$ cat src/rtl/tmr_pkg.sv
package tmr_pkg;
  typedef enum logic [1:0] {
    SEL_STATUS  = 2'd0,
    SEL_RELOAD  = 2'd1,
    SEL_MATCH_A = 2'd2,
    SEL_MATCH_B = 2'd3
  } reg_sel_e;
endpackage

$ cat src/rtl/tmr_tick_sel.sv
module tmr_tick_sel (
  input  logic fast_i,
  input  logic ext_i,
  input  logic sel_i,
  output logic tick_o
);
  assign tick_o = sel_i ? ext_i : fast_i;
endmodule

$ cat src/rtl/tmr_match_eval.sv
module tmr_match_eval #(
  parameter int CNT_W = 32
) (
  input  logic [CNT_W-1:0] nxt_i,
  input  logic [CNT_W-1:0] match_a_i,
  input  logic [CNT_W-1:0] match_b_i,
  input  logic             ovf_en_i,
  output logic             hit_o
);
  logic a_zero, b_zero, nxt_zero;
  assign a_zero   = (match_a_i == '0);
  assign b_zero   = (match_b_i == '0);
  assign nxt_zero = (nxt_i == '0);
  // zero landing handled separately so a zero match never fires twice
  assign hit_o = (!a_zero && nxt_i == match_a_i)
               | (!b_zero && nxt_i == match_b_i)
               | (nxt_zero && (ovf_en_i | a_zero | b_zero));
endmodule

$ cat src/rtl/tmr_count_core.sv
module tmr_count_core #(
  parameter int CNT_W = 32
) (
  input  logic             clk_i,
  input  logic             rst_ni,
  input  logic             load_i,
  input  logic [CNT_W-1:0] load_val_i,
  input  logic             step_i,
  input  logic [CNT_W-1:0] reload_i,
  output logic [CNT_W-1:0] count_o,
  output logic [CNT_W-1:0] nxt_o,
  output logic             zero_o
);
  logic [CNT_W-1:0] cnt_q;

  assign zero_o  = (cnt_q == '0);
  assign nxt_o   = cnt_q - CNT_W'(1);
  assign count_o = cnt_q;

  always_ff @(posedge clk_i or negedge rst_ni) begin
    if (!rst_ni)     cnt_q <= '0;
    else if (load_i) cnt_q <= load_val_i;
    else if (step_i) cnt_q <= zero_o ? reload_i : nxt_o;
  end
endmodule

$ cat src/rtl/rld_down_timer.sv
module rld_down_timer #(
  parameter int CNT_W = 32
) (
  input  logic             clk_i,
  input  logic             rst_ni,
  input  logic             wr_en_i,
  input  logic [1:0]       wr_sel_i,
  input  logic [CNT_W-1:0] wr_data_i,
  input  logic             enable_i,
  input  logic             clk_sel_i,
  input  logic             ovf_irq_en_i,
  input  logic             tick_fast_i,
  input  logic             tick_ext_i,
  output logic [CNT_W-1:0] count_o,
  output logic             irq_o
);
  import tmr_pkg::*;

  logic [CNT_W-1:0] reload_q, match_a_q, match_b_q, nxt;
  logic             en_q, irq_q, tick, hit, at_zero;
  logic             en_rise, wr_status, wr_start, load, step, evt;
  reg_sel_e         sel;

  assign sel = reg_sel_e'(wr_sel_i);

  tmr_tick_sel u_tick (
    .fast_i (tick_fast_i),
    .ext_i  (tick_ext_i),
    .sel_i  (clk_sel_i),
    .tick_o (tick)
  );

  assign en_rise   = enable_i & ~en_q;
  assign wr_status = wr_en_i & (sel == SEL_STATUS) & enable_i;
  assign wr_start  = wr_en_i & (sel == SEL_RELOAD) & enable_i
                   & (reload_q == '0) & (wr_data_i != '0);
  assign load      = en_rise | wr_status | wr_start;
  assign step      = enable_i & tick & ~load;

  tmr_count_core #(.CNT_W(CNT_W)) u_core (
    .clk_i      (clk_i),
    .rst_ni     (rst_ni),
    .load_i     (load),
    .load_val_i (en_rise ? reload_q : wr_data_i),
    .step_i     (step),
    .reload_i   (reload_q),
    .count_o    (count_o),
    .nxt_o      (nxt),
    .zero_o     (at_zero)
  );

  tmr_match_eval #(.CNT_W(CNT_W)) u_match (
    .nxt_i     (nxt),
    .match_a_i (match_a_q),
    .match_b_i (match_b_q),
    .ovf_en_i  (ovf_irq_en_i),
    .hit_o     (hit)
  );

  assign evt = step & ~at_zero & hit;

  always_ff @(posedge clk_i or negedge rst_ni) begin
    if (!rst_ni) begin
      reload_q  <= '0;
      match_a_q <= '0;
      match_b_q <= '0;
      en_q      <= 1'b0;
      irq_q     <= 1'b0;
    end else begin
      en_q  <= enable_i;
      irq_q <= irq_q ^ evt;
      if (wr_en_i) begin
        unique case (sel)
          SEL_RELOAD:  reload_q  <= wr_data_i;
          SEL_MATCH_A: match_a_q <= wr_data_i;
          SEL_MATCH_B: match_b_q <= wr_data_i;
          default: ;
        endcase
      end
    end
  end

  assign irq_o = irq_q;
endmodule

$ cat config.mk
export PLATFORM = sky130hd
export DESIGN_NAME = rld_down_timer
export DESIGN_NICKNAME = d
export VERILOG_FILES = /design/src/rtl/tmr_pkg.sv /design/src/rtl/tmr_tick_sel.sv /design/src/rtl/tmr_match_eval.sv /design/src/rtl/tmr_count_core.sv /design/src/rtl/rld_down_timer.sv
export SDC_FILE = /design/constraint.sdc
export NUM_CORES = 1
export LEC_CHECK = 0
export BUFFER_PORTS_ARGS = -buffer_cell sky130_fd_sc_hd__buf_2
export CAP_MARGIN = 20
export CORE_ASPECT_RATIO = 1.4
export CORE_UTILIZATION = 65
export DETAILED_ROUTE_END_ITERATION = 8
export PLACE_DENSITY_LB_ADDON = 0.3
export SLEW_MARGIN = 20
export SYNTH_ARGS = -nofsm -noshare
export SYNTH_HDL_FRONTEND = slang
export SYNTH_SLANG_ARGS = --single-unit
export TNS_END_PERCENT = 1
$ cat constraint.sdc
create_clock -name clk_i -period 9 [get_ports clk_i]
set_input_delay 0.45 -clock clk_i [delete_from_list [all_inputs] [get_ports clk_i]]
set_output_delay 0.45 -clock clk_i [all_outputs]
set_load 0.005 [all_outputs]
==> results summary <==
The path type of the worst min-delay path is primary input to async pin. The number of port buffers came out at 74. At the end of the flow, the number of nets in the layout was 934. The worst register-to-register path ends at irq_o. Among all flip-flop cells after synthesis, the most frequent one is dfrtp_1. The final period utilization is 46.2%. The cell area after placement came out at 0.00876 mm2.

The number of buffers inserted by hold repair at cts is 0. The count of final hold-check violations is 0. The worst path required time came out at 9.29 ns. The tree built by TritonCTS fans out to 130 sinks. Grouping stages by cell kind, the critical path spends the most delay in simple AND/OR/NAND/NOR gates. The final setup skew came out at 0.0151 ns. In this run the clock root is driven by a clkbuf_16. The first detailed-routing pass took 8 iterations. The number of cell instances on the worst register-to-register path came out at 11. The final antenna-violating net count is 0.

At the pin with the least slew margin, the transition time is 1.04 ns. The worst slack after detailed placement came out at 4.92 ns. The flow ran to the end, but the final reports show violations. Setup slack on the worst reg-to-reg path comes out at 4.84 ns. The number of gates on the worst path with buffers counted is 11. The post-synthesis instance area is 0.00839 mm2.

The worst register-to-register path begins at u_core.count_o[0]. The vias after detailed routing came out at 7838. The standard-cell row count came out at 48. The number of buffers added for setup after CTS is 0. The timing startpoint of the critical path is u_core.count_o[0]. The most common cell in the netlist is dfrtp_1. The critical path goes through inv_1 > ha_1 > or4b_1 > nor4_1 > nand3_1 > xor2_1 > or4b_2 > nor4_1 > nor4b_1 > a311oi_1 > xnor2_1.

The finished cells cover 0.00935 mm2. The final reports fail on DRC. The number of filler instances in the final layout came out at 880. The weighted congestion at the end of routability-driven global placement came out at 1.04.

The number of design-rule violations left by the first detailed-router iteration came out at 767. The area fraction of the dominant cell type after synthesis came out at 38.8%. The worst setup path is launched from a register. Counting flops and latches in the post-synthesis netlist gives 130. The worst relative slew slack came out at 29.8%. Setup repair after global routing left no endpoint under its margin. The number of buffers on the longest clock path is 2. The count of final setup violators came out at 0. In the post-synthesis netlist, the biggest area contributors are dfrtp_1, mux2_2, xnor2_1. Summed over all failing endpoints, the final setup total negative slack is 0 ns. From synthesis to final layout, the design area changed by 11.3%. The final standard cell utilization of the core came out at 75.2%. The clock tree synthesis step divided the H-tree into 4 levels. The number of different library cells in the post-synthesis netlist came out at 65. The total global routing overflow came out at 0. The number of antenna repair diodes is 0. The net count of the mapped netlist is 898. For this run, design rule violations remaining after detail routing come to 5. In this design, the critical path's most frequently occurring cell is nor4_1. The number of antenna violations at the first check in global routing came to 0. The height of the die is 136 um. The placeable core region is 0.0124 mm2. The setup path with the least slack is of type register to register. The cell with the largest stage delay on the worst path is or4b_1. Clock-pin slew was measured on the worst setup and hold paths at 0.06 ns. The maximum vdd drop is 0.000141 V. The total count of max-transition violations in the final report was 0. The routed wirelength normalized by instance count is 27.7 um. The detailed placer's ending HPWL is 20300 um. Post-CTS repair changed the size of 0 cells. At the worst endpoint, the arrival time is 4.44 ns. The share of the yosys chip area belonging to registers came out at 38.8%. Counting both buffers and inverters, the worst setup path holds a total of 1.

The number of enable-type register cells in the synthesized netlist is 0. The wire length after detailed routing came out at 29100 um. The maximum number of pins on one net before global-route repair is 71. The number of buffers created by CTS came out at 17.

Pin placement for this block handled 75 I/O pins. The achievable frequency is 241 MHz. The tool flagged a number of max-cap violations equal to 0. The die span in x came out at 98.0 um. dfrtp_1 takes more of the synthesized area than any other cell. The average cell area after synthesis came out at 9.84 um2. Across all setup checks in the final design, the least slack found is 4.84 ns. The cell count after synthesis came out at 853. The analysis attributes to cell leakage a power of 3.85 nW.

The initial core utilization came out at 67.5%. For this run, the total global-route usage over all layers was measured as 44.6%. TritonCTS built the clock tree. The power per cell area is 245 mW/mm2. The fraction of layout cells with a size suffix above 1 came out at 25.7%. The fraction of registers with async set or reset after synthesis is 100%.

The shortest period the worst path allows came out at 4.16 ns. The number of global-route vias before repair is 7565. Using the TritonRoute via totals, the vias-per-cell ratio works out to 7.45. Following the worst setup path forward leads to its endpoint at irq_o. The worst setup path is captured at a register.

The delay of the slowest cell on the worst path is 0.63 ns. The maximum fanout encountered on the critical timing path is 12. The floorplan step defined a die boundary enclosing 0.0134 mm2. The later pin in the worst-skew pair is clocked with a latency of 0.43 ns. The total number of yosys warnings is 0. After layout, the design draws a total of 2.29 mW. The wire length of the first global-routing pass is 44100 um. By count the netlist is led by dfrtp_1, mux2_2, xnor2_1, nand2_1, clkbuf_1.
[final cells by class]
type	instances	area [um2]	share of cell area (%)
repair buffers	82	433	4.63
clock buffers	19	443	4.74
well taps	150	188	2.01
multi-input cells	647	4850	51.9
clock inverters	13	139	1.49
inverters	11	41.3	0.442
flip-flops and latches	130	3250	34.8
[placed cells by master (no fill, tap or decap), types with 9 or more instances in the layout]
master | netlist | routed
a31oi_1 | 16 | 16
buf_2 | 9 | 73
buf_4 | 2 | 9
clkbuf_16 | 0 | 17
dfrtp_1 | 130 | 130
inv_1 | 11 | 11
mux2_2 | 98 | 98
mux2i_1 | 13 | 13
nand2_1 | 54 | 53
nand2b_1 | 9 | 9
nand3_1 | 33 | 32
nand4_1 | 17 | 17
nor2_1 | 43 | 43
nor3_1 | 16 | 16
nor4_1 | 42 | 42
o211ai_1 | 13 | 13
o21ai_0 | 47 | 47
o221ai_1 | 19 | 19
o22ai_1 | 27 | 27
or4_1 | 17 | 17
xnor2_1 | 59 | 59
xor2_1 | 36 | 36
[routing by layer]
layer  wire length, um  part of all wire, %  GRT usage (%)  vias up
met4              2400                  8.2           34.0        0
met1             10000                   34           50.5     3782
met5                 0                    0              0        -
li1                  -                    -              -     3308
met3              2700                  9.3           9.87      173
met2             14000                   48           73.8      575
[flip-flops by register name, indices dropped and copies added, names as in the netlist]
name,cells
en_q,1
u_core.count_o,32
irq_o,1
match_a_q,32
reload_q,32
match_b_q,32
[worst min-delay path by stage]
| stage | endpoint | slack [ns] | cells past startpoint |
|---|---|---|---|
| 5_1_grt | match_a_q[1] | 0.18 | 1 |
| 4_1_cts | reload_q[30] | 0.14 | 1 |
| 6_report | match_a_q[2] | 0.12 | 1 |
| 2_1_floorplan | en_q | 0.15 | 0 |
| 3_3_place_gp | reload_q[3] | 0.54 | 1 |
| 3_5_place_dp | irq_o | 0.54 | 1 |
[power breakdown]
group          internal (mW)  switching (mW)
sequential             0.692           0.222
clock                  0.398           0.296
combinational          0.311           0.368
total                   1.40           0.886
[metrics by stage]
stage,hold slack (ns),cells
finish,0.116,1052
global route,0.181,1052
CTS,0.141,1052
detailed placement,0.538,1020
global placement,0.538,1020
floorplan,0.154,853
[cells by family (layout without fill, tap and decap cells)]
kind of cell             count (synthesis)  count (layout)  share of synthesized area (%)
AND/OR/NAND/NOR                        274             274                           18.8
AO/OA/AOI/OAI                          161             161                           12.9
flip-flops                             130             130                           38.8
multiplexers                           111             111                           14.7
XOR/XNOR                                98              98                           10.7
buffers and inverters                   76             125                           3.71
adder cells (fa/ha/maj)                  3               3                          0.447
No activity file was read; power rests on OpenSTA's default activity.
